<file path="src/rtl/mem_route_pkg.sv">
// Package: shared route encoding and access-kind type for the memory router.
// Assumes: a 16-bit address space; the route code is used by checkers and benches.
package mem_route_pkg;

    typedef enum logic [1:0] {
        RT_NONE = 2'd0,
        RT_ROM  = 2'd1,
        RT_SRAM = 2'd2,
        RT_EXT  = 2'd3
    } route_e;

    typedef enum logic {
        ACC_FETCH = 1'b0,
        ACC_DATA  = 1'b1
    } acc_kind_e;

endpackage

</file>
<file path="src/rtl/mr_size_reg.sv">
// Module: holds the software-written internal-ROM size code.
// Assumes: a write is a single-cycle strobe; reserved codes are stored as
// written and are interpreted by the decoder.
module mr_size_reg #(
    parameter int SIZE_W   = 3,
    parameter int RST_CODE = 5
) (
    input  logic              clk,
    input  logic              rst_n,
    input  logic              wr,
    input  logic [SIZE_W-1:0] wdata,
    output logic [SIZE_W-1:0] code
);

    // Capture a new code on a write strobe; reset to the full-size code.
    always_ff @(posedge clk) begin
        if (!rst_n)
            code <= SIZE_W'(RST_CODE);
        else if (wr)
            code <= wdata;
    end

    // the first cycle after reset sees the default size code.
    p_reset_code_r1: assert property (@(posedge clk) disable iff (!rst_n)
        $past(!rst_n) |-> code == SIZE_W'(RST_CODE));

endmodule

</file>
<file path="src/rtl/mr_prog_dec.sv">
// Module: decodes an instruction fetch against the internal-ROM limit.
// Assumes: the size code selects a power-of-two limit in units of UNIT bytes;
// code 0 means no internal ROM and codes above MAX_CODE clamp to the largest.
module mr_prog_dec #(
    parameter int ADDR_W   = 16,
    parameter int SIZE_W   = 3,
    parameter int UNIT     = 1024,
    parameter int MAX_CODE = 5
) (
    input  logic              clk,
    input  logic              rst_n,
    input  logic              valid,
    input  logic [ADDR_W-1:0] addr,
    input  logic [SIZE_W-1:0] code,
    input  logic              int_en,
    output logic              rom_hit,
    output logic              ext_hit
);

    localparam int LIM_W  = ADDR_W + 1;
    localparam int NCODES = 1 << SIZE_W;

    logic [LIM_W-1:0] lim_tab [NCODES];
    logic [LIM_W-1:0] limit;
    logic             below;

    // Build the limit table, one entry per size code.
    for (genvar c = 0; c < NCODES; c++) begin : g_lim
        if (c == 0) begin : g_zero
            assign lim_tab[c] = '0;
        end else if (c <= MAX_CODE) begin : g_pow
            localparam longint unsigned LIM = longint'(UNIT) << (c - 1);
            assign lim_tab[c] = LIM_W'(LIM);
        end else begin : g_clamp
            localparam longint unsigned LIM = longint'(UNIT) << (MAX_CODE - 1);
            assign lim_tab[c] = LIM_W'(LIM);
        end
    end

    // Compare the fetch address with the live limit and route it.
    always_comb begin
        limit   = lim_tab[code];
        below   = ({1'b0, addr} < limit);
        rom_hit = valid && int_en && below;
        ext_hit = valid && !(int_en && below);
    end

    // with the pin override low, a fetch never reaches the ROM.
    p_override_ext_r4: assert property (@(posedge clk) disable iff (!rst_n)
        (valid && !int_en) |-> (ext_hit && !rom_hit));

    // a ROM hit always lies below the selected limit.
    p_rom_below_r3: assert property (@(posedge clk) disable iff (!rst_n)
        rom_hit |-> ({1'b0, addr} < lim_tab[code]));

endmodule

</file>
<file path="src/rtl/mr_data_dec.sv">
// Module: decodes a data-space transfer against the on-chip SRAM window.
// Assumes: the SRAM occupies addresses 0 to SRAM_BYTES-1 when enabled.
module mr_data_dec #(
    parameter int ADDR_W     = 16,
    parameter int SRAM_BYTES = 1024
) (
    input  logic              clk,
    input  logic              rst_n,
    input  logic              valid,
    input  logic [ADDR_W-1:0] addr,
    input  logic              sram_en,
    output logic              sram_hit,
    output logic              ext_hit
);

    localparam logic [ADDR_W:0] WIN_END = (ADDR_W + 1)'(SRAM_BYTES);

    logic in_win;

    // Route inside the enabled window to SRAM, everything else external.
    always_comb begin
        in_win   = ({1'b0, addr} < WIN_END);
        sram_hit = valid && sram_en && in_win;
        ext_hit  = valid && !(sram_en && in_win);
    end

    // an SRAM hit needs the enable and an address inside the window.
    p_sram_window_r7: assert property (@(posedge clk) disable iff (!rst_n)
        sram_hit |-> (sram_en && {1'b0, addr} < WIN_END));

    // an address above the window always goes external.
    p_above_window_r8: assert property (@(posedge clk) disable iff (!rst_n)
        (valid && {1'b0, addr} >= WIN_END) |-> (ext_hit && !sram_hit));

endmodule

</file>
<file path="src/rtl/mem_router.sv">
// Module: routes fetches and data transfers to on-chip ROM, on-chip SRAM or
// the external bus, and drives the active-low program-store enable.
// Assumes: one access strobe per cycle at most; the address is registered on
// the strobe and decoded against the live size code, pin override and SRAM
// enable, so results appear one cycle after the strobe.
module mem_router #(
    parameter int ADDR_W     = 16,
    parameter int SIZE_W     = 3,
    parameter int ROM_UNIT   = 1024,
    parameter int MAX_CODE   = 5,
    parameter int RST_CODE   = 5,
    parameter int SRAM_BYTES = 1024
) (
    input  logic              clk,
    input  logic              rst_n,
    input  logic              acc_valid,
    input  logic              acc_is_data,
    input  logic [ADDR_W-1:0] acc_addr,
    input  logic              int_prog_en,
    input  logic              sram_en,
    input  logic              size_wr,
    input  logic [SIZE_W-1:0] size_wdata,
    output logic              rom_sel,
    output logic              sram_sel,
    output logic              ext_req,
    output logic              psen_n
);
    import mem_route_pkg::*;

    logic              valid_q;
    acc_kind_e         kind_q;
    logic [ADDR_W-1:0] addr_q;
    logic [SIZE_W-1:0] size_code;
    logic              fetch_v;
    logic              data_v;
    logic              p_rom;
    logic              p_ext;
    logic              d_sram;
    logic              d_ext;

    // Register the access strobe, kind and address for decode.
    always_ff @(posedge clk) begin
        if (!rst_n) begin
            valid_q <= 1'b0;
            kind_q  <= ACC_FETCH;
            addr_q  <= '0;
        end else begin
            valid_q <= acc_valid;
            if (acc_valid) begin
                kind_q <= acc_is_data ? ACC_DATA : ACC_FETCH;
                addr_q <= acc_addr;
            end
        end
    end

    mr_size_reg #(
        .SIZE_W   (SIZE_W),
        .RST_CODE (RST_CODE)
    ) u_size (
        .clk   (clk),
        .rst_n (rst_n),
        .wr    (size_wr),
        .wdata (size_wdata),
        .code  (size_code)
    );

    // Split the registered access into fetch and data qualifiers.
    always_comb begin
        fetch_v = valid_q && (kind_q == ACC_FETCH);
        data_v  = valid_q && (kind_q == ACC_DATA);
    end

    mr_prog_dec #(
        .ADDR_W   (ADDR_W),
        .SIZE_W   (SIZE_W),
        .UNIT     (ROM_UNIT),
        .MAX_CODE (MAX_CODE)
    ) u_prog (
        .clk     (clk),
        .rst_n   (rst_n),
        .valid   (fetch_v),
        .addr    (addr_q),
        .code    (size_code),
        .int_en  (int_prog_en),
        .rom_hit (p_rom),
        .ext_hit (p_ext)
    );

    mr_data_dec #(
        .ADDR_W     (ADDR_W),
        .SRAM_BYTES (SRAM_BYTES)
    ) u_data (
        .clk      (clk),
        .rst_n    (rst_n),
        .valid    (data_v),
        .addr     (addr_q),
        .sram_en  (sram_en),
        .sram_hit (d_sram),
        .ext_hit  (d_ext)
    );

    // Merge decoder results onto the destination strobes.
    always_comb begin
        rom_sel  = p_rom;
        sram_sel = d_sram;
        ext_req  = p_ext || d_ext;
        psen_n   = !p_ext;
    end

    // every strobe yields exactly one destination in the next cycle.
    p_one_route_r9: assert property (@(posedge clk) disable iff (!rst_n)
        acc_valid |=> ($countones({rom_sel, sram_sel, ext_req}) == 1));

    // a cycle without a strobe leaves all destinations quiet.
    p_quiet_r9: assert property (@(posedge clk) disable iff (!rst_n)
        !acc_valid |=> (!rom_sel && !sram_sel && !ext_req && psen_n));

    // a data transfer never lowers the program-store enable.
    p_psen_data_r6: assert property (@(posedge clk) disable iff (!rst_n)
        (acc_valid && acc_is_data) |=> psen_n);

    // the program-store enable is low only alongside an external request.
    p_psen_ext_r6: assert property (@(posedge clk) disable iff (!rst_n)
        !psen_n |-> ext_req);

    // shrinking to no ROM in the fetch's own cycle sends it external.
    p_same_cycle_write_r5: assert property (@(posedge clk) disable iff (!rst_n)
        (size_wr && size_wdata == '0 && acc_valid && !acc_is_data && int_prog_en)
        |=> (ext_req && !rom_sel));

endmodule

</file>
<file path="config.mk">
export PLATFORM = sky130hd
export DESIGN_NAME = mem_router
export DESIGN_NICKNAME = d
export VERILOG_FILES = /design/src/rtl/mem_route_pkg.sv /design/src/rtl/mr_size_reg.sv /design/src/rtl/mr_prog_dec.sv /design/src/rtl/mr_data_dec.sv /design/src/rtl/mem_router.sv
export SDC_FILE = /design/constraint.sdc
export NUM_CORES = 1
export LEC_CHECK = 0
export BUFFER_PORTS_ARGS = -buffer_cell sky130_fd_sc_hd__buf_2
export CORE_ASPECT_RATIO = 0.9
export CORE_UTILIZATION = 39
export DETAILED_ROUTE_END_ITERATION = 8
export GPL_ROUTABILITY_DRIVEN = 0
export GPL_TIMING_DRIVEN = 0
export PLACE_DENSITY_LB_ADDON = 0.3
export SYNTH_ARGS = -nofsm -noshare
export SYNTH_HDL_FRONTEND = slang
export SYNTH_SLANG_ARGS = --single-unit
</file>
<file path="constraint.sdc">
create_clock -name clk -period 2.15 [get_ports clk]
set_input_delay 0.645 -clock clk [delete_from_list [all_inputs] [get_ports clk]]
set_output_delay 0.645 -clock clk [all_outputs]
set_load 0.02 [all_outputs]
</file>
==> metrics.txt, run 1 <==
status finished, violations left; failing checks design-rule violations, negative setup slack; Tightest Pin Transition 354 ps; DR vias/cell 5.15; IO Pins 30; final core utilization between 50% and 60%; TritonCTS Buffers 3; CP Cell Sequence or3b_4, ha_4, a211oi_2, o211ai_1, a211oi_2, buf_4; CTS tree done; # nets final 117; Total Power 0.464 mW; drt first pass iters 6; dpl hpwl around 930 um; static leakage approximately 0.37 nW; RR Startpoint u_size.code[1]; num rows 13; via count 520; Area Growth Syn to Fin 37.0%; Crit. End Element output port; Skew-Pair Late Insertion Delay 260 ps; Core Region 1450 um^2; ANT cells 0; Worst EP required 1500 ps; startpoint types flop; global-route wire length before repair about 2000 um; end point of the critical path rom_sel; commonest non-fill, non-tap cell in the layout buf_2; grt ovf 0; largest net degree at the start of global routing 11; crit path max fanout 6; worst setup margin -392 ps; Sink Count 11; register area share after synthesis 36.0%; Cells after DPL 94; CTS Hold Bufs 0; htree depth 1; Reg2Reg Depth 3; critical path type flop to output port; Final period util 118%; Die Y 39.6 um; Data arrival, critical path 1900 ps; Worst path most repeated cell a211oi_2; Reg clk slew, reported paths roughly 70 ps; Die ar. 1730 um^2; Clock Path Buffers 2; Multi-input gate area 418 um^2; initial antenna violation count 0; synth warn 0; Clock Skews 0 ps; WL final roughly 1200 um; register area 233 um^2; Slew Viols, Final 0; R2R setup slack 1390 ps; ratio of cells with drive above 1 in the final layout 48.8%; routed length per instance approximately 12 um; slowest cell on the critical path or3b_4; Starting Density a little over two fifths; Post-Synthesis Cells 61; FF-to-FF End u_size.code[1]; Final Hold Viols 0; ANT nets after route 0; MaxCap Viol Count 0; fin cells 101; Die Wd 43.8 um; Hold Path Class flop to flop; number of remaining DRC errors 1; Post-Syn Area slightly above 600 um^2; fillcell total 141; post-route setup TNS -1130 ps; most frequent cells in the layout 15 x buf_2, 10 x mux2i_1, 8 x nor2b_1; register bit count reported by yosys 11; pwr dens between 500 and 600 nW/um^2; slowest cell delay on critical path 380 ps; root buf cell clkbuf_4; Unique masters post-synth 24; Critical path origin u_size.code[2]; RSZ-0062 raised after global routing true; min Tclk post-route 2540 ps; drt initial violations 3; maximum clock frequency 0.393 GHz; relative slew slack 76.4%; final setup fails 3; Port Buffers 18; Overall Global Routing Usage 17.4%; vias in the first global route 452; Peak supply drop a little under 0.0004 V; Post-Syn Area per Cell 10.0 um^2; syn_nets 91
## what timing repair did
item	CTS	global route
endpoints found under the setup margin	4	4
gates resized for setup	6	8
endpoints found under the hold margin	0	0
setup buffers	3	0
pin swaps	4	2
## where the power goes
part           switching (mW)  total [mW]  leakage (nW)  internal, mW
Combinational          0.0456       0.101         0.264        0.0552
Clock                  0.0622       0.134        0.0150        0.0716
Sequential             0.0135       0.230        0.0924         0.216
## final cells by class
| type | instances | share of cell area, % |
|---|---|---|
| timing repair buffer | 21 | 15.1 |
| buffer | 2 | 1.04 |
| tap | 15 | 2.24 |
| inverter | 2 | 0.896 |
| multi-input combinational | 46 | 49.9 |
| sequential | 11 | 27.8 |
| clock buffer | 4 | 3.13 |
## kinds of logic (layout without fill, tap and decap cells)
kind of cell | after synthesis | in the layout | share of synthesized area [%]
AOI/OAI and AO/OA | 7 | 7 | 8.18
adders and majority gates | 4 | 4 | 8.18
DFF | 11 | 11 | 36.0
and+or+nand+nor | 25 | 25 | 28.6
buffers and inverters | 4 | 29 | 2.66
muxes | 10 | 10 | 16.4
## metal layers
metal,share of wire (%),track usage (%),vias up
met4,0.98,9.38,0
met2,47,26.5,10
li1,-,-,270
met5,0,0,-
met3,3.2,4.15,2
met1,49,22.5,238
## stage by stage
step / area (um^2) / setup WS [ps] / hold slack (ps)
6_report: 838 / -392 / 528
5_1_grt: 838 / -475 / 560
4_1_cts: 823 / -428 / 548
3_5_place_dp: 752 / -203 / 542
3_3_place_gp: 752 / -188 / 535
2_1_floorplan: 643 / -135 / 513
## registers in the layout, summed over array words and instances, names as in the netlist
signal       cells
addr_q           6
u_size.code      3
valid_q          1
kind_q           1
## cell usage after synthesis
| master | instances | area share [%] |
|---|---|---|
| or4b_4 | 2 | 4.5 |
| clkbuf_1 | 1 | 0.61 |
| o21ai_0 | 2 | 1.6 |
| o211ai_1 | 1 | 1.2 |
| nand4_1 | 1 | 1.0 |
| nor3_1 | 1 | 0.82 |
| nor2b_1 | 8 | 8.2 |
| or3b_2 | 1 | 1.4 |
| and3b_1 | 1 | 1.4 |
| nand2_1 | 5 | 3.1 |
| mux2i_1 | 10 | 16 |
| nand3_1 | 1 | 0.82 |
| nor3b_2 | 1 | 2.0 |
| dfxtp_1 | 11 | 36 |
| ha_1 | 4 | 8.2 |
| o21ai_2 | 1 | 1.4 |
| a211oi_1 | 2 | 2.5 |
| o2111ai_1 | 1 | 1.4 |
| buf_2 | 1 | 0.82 |
| and2_1 | 1 | 1.0 |
| nor4b_2 | 1 | 2.5 |
| nor2_1 | 1 | 0.61 |
| nand3b_1 | 1 | 1.2 |
| inv_1 | 2 | 1.2 |
## critical path, delay by kind of cell (launching register included)
family | cells | cell delay, ps
flops | 1 | 360
simple gates | 1 | 380
compound gates | 3 | 560
buf+inv | 1 | 160
fa+ha+maj | 1 | 170
## worst min-delay path by stage
stage / cells past startpoint / start / end / slack (ps)
2_1_floorplan: 2 / addr_q[12] / addr_q[12] / 510
3_3_place_gp: 2 / addr_q[12] / addr_q[12] / 540
3_5_place_dp: 2 / addr_q[12] / addr_q[12] / 540
4_1_cts: 2 / u_size.code[2] / u_size.code[2] / 550
5_1_grt: 2 / u_size.code[2] / u_size.code[2] / 560
6_report: 2 / u_size.code[2] / u_size.code[2] / 530
Power figures use the tool's default switching activity.
==> run 2: changes to the inputs <==
--- a/config.mk
+++ b/config.mk
@@ -7,6 +7,7 @@
 export LEC_CHECK = 0
 export BUFFER_PORTS_ARGS = -buffer_cell sky130_fd_sc_hd__buf_2
 export CORE_ASPECT_RATIO = 0.9
+export CORE_MARGIN = 2
 export CORE_UTILIZATION = 39
 export DETAILED_ROUTE_END_ITERATION = 8
 export GPL_ROUTABILITY_DRIVEN = 0
==> metrics.txt, run 2 (synthesis gave the netlist of run 1 again) <==
crit path max fanout 4; Slew Viols, Final 0; Sw Pwr 0.129 mW; status finished, violations left; htree depth 1; Area Growth Syn to Fin 41.9%; sequential share of power 47.9%; Skew-Pair Late Insertion Delay approximately 260 ps; DR vias/cell 5.11; Clock Path Buffers 2; grt ovf 0; global-route wire length before repair 2340 um; Data arrival, critical path 1990 ps; slowest cell on the critical path or3b_4; num rows 13; Tightest Pin Transition roughly 370 ps; Worst EP required ~1500 ps; Final Hold Viols 0; worst setup margin -484 ps; TritonCTS Buffers 3; Clk pwr share 27.7%; CTS Hold Bufs 0; Met3 Routed Length 28 um; failing checks negative setup slack; Die Y 41.6 um; Peak supply drop 0.000411 V; Int Power 0.352 mW; Crit. End Element output port; routed wl met2 730 um; static leakage 0.381 nW; # nets final 118; root buf cell clkbuf_4; WL final 1430 um; Total Power approximately 0.48 mW; largest net degree at the start of global routing 11; Combinational Power Share 24.4%; ANT cells 0; relative slew slack about three quarters; Reg clk slew, reported paths approximately 60 ps; Worst path most repeated cell buf_4; dpl hpwl 978 um; Reg2Reg Depth 3; end point of the critical path psen_n; initial antenna violation count 0; Top delay family on crit path simple AND/OR/NAND/NOR gates; most frequent cells in the layout 14 x buf_2, 10 x mux2i_1, 8 x nor2b_1; via count 521; Critical path origin u_size.code[0]; maximum clock frequency roughly 0.38 GHz; Largest register FFs 6; ratio of cells with drive above 1 in the final layout 51.7%; critical path type flop to output port; CP Cell Sequence or3b_4, ha_4, nand2_2, o211ai_1, buf_4, nand4_1, buf_4; pwr dens about 550 nW/um^2; RSZ-0062 raised after global routing true; Starting Density 41.8%; IO Pins 30; Max Used Layer met4; CTS tree done; number of remaining DRC errors 0; MaxCap Viol Count 0; ANT nets after route 0; Clock Skews 0 ps; Worst path depth 7; RR Startpoint u_size.code[1]; Die Wd between 40 and 50 um; vias in the first global route 550; Sink Count 11; Final period util 123%; routed length per instance 14.0 um; register bank with the most flops addr_q; R2R setup slack 1360 ps; Port Buffers 18; drt first pass iters 2; commonest non-fill, non-tap cell in the layout buf_2; drt initial violations 2; Core Region 1460 um^2; Crit path buffers/inverters 2; Overall Global Routing Usage 16.7%; Regs by FF count addr_q: 6 flops, u_size.code: 3 flops; post-place setup slack -220 ps; slowest cell delay on critical path approximately 400 ps; startpoint types flop; Hold Path Class flop to flop; Metal-1 WL around 630 um; Sw Share 26.9%; min Tclk post-route 2630 ps; final setup fails 3; FF-to-FF End u_size.code[1]; Die ar. 1900 um^2
==> run 2: through the flow <==
stage                     TNS [ps]  cell area, um^2  std cells  util, %  hold slack (ps)
after CTS                    -1240              830        102     56.7              540
after floorplan               -162              643         61        -              513
after global routing         -1600              868        102     59.3              564
after detailed placement      -499              752         94     51.4              543
after global placement        -463              752         94     51.4              527
final                        -1420              868        102     59.3              539
==> run 2: how the worst min path moves through the flow <==
stage                              start        endpoint  slack, ps  cells after the start
after floorplan               addr_q[12]      addr_q[12]        510                      2
after global placement        addr_q[14]      addr_q[14]        530                      2
after detailed placement      addr_q[14]      addr_q[14]        540                      2
after CTS                 u_size.code[2]  u_size.code[2]        540                      2
after global routing      u_size.code[2]  u_size.code[2]        560                      2
final                     u_size.code[2]  u_size.code[2]        540                      2
==> run 2: worst min-delay path, stage by stage (launching register included) <==
cell	delay (ps)
dfxtp_2	370
mux2i_1	80
nand2_1	60
==> run 2: power groups by stage <==
stage                     logic [mW]  clock network (mW)  registers, mW
final                          0.118               0.133          0.231
after global routing           0.127               0.146          0.233
after CTS                      0.104               0.139          0.229
after detailed placement      0.0890                   0          0.235
after global placement        0.0869                   0          0.235
after floorplan               0.0639                   0          0.231
==> run 2: per-layer routing <==
| layer | track usage [%] | up-vias |
|---|---|---|
| met3 | 1.30 | 6 |
| li1 | - | 270 |
| met4 | 11.4 | 0 |
| met5 | 0 | - |
| met1 | 20.7 | 234 |
| met2 | 26.5 | 11 |
==> run 2: cell type report <==
| type | count | area (um^2) |
|---|---|---|
| clock buffer | 4 | 26.3 |
| timing repair buffer | 22 | 140 |
| inverter | 2 | 7.51 |
| buffer | 2 | 8.76 |
| sequential | 11 | 233 |
| fill | 134 | 596 |
| tap | 15 | 18.8 |
| multi-input combinational | 46 | 434 |
==> run 2: timing repair <==
action | CTS | global route
setup endpoints to repair | 4 | 4
gates cloned | 0 | 0
pin swaps | 7 | 3
buffers inserted | 4 | 0
gates resized for setup | 9 | 9
hold endpoints to repair | 0 | 0
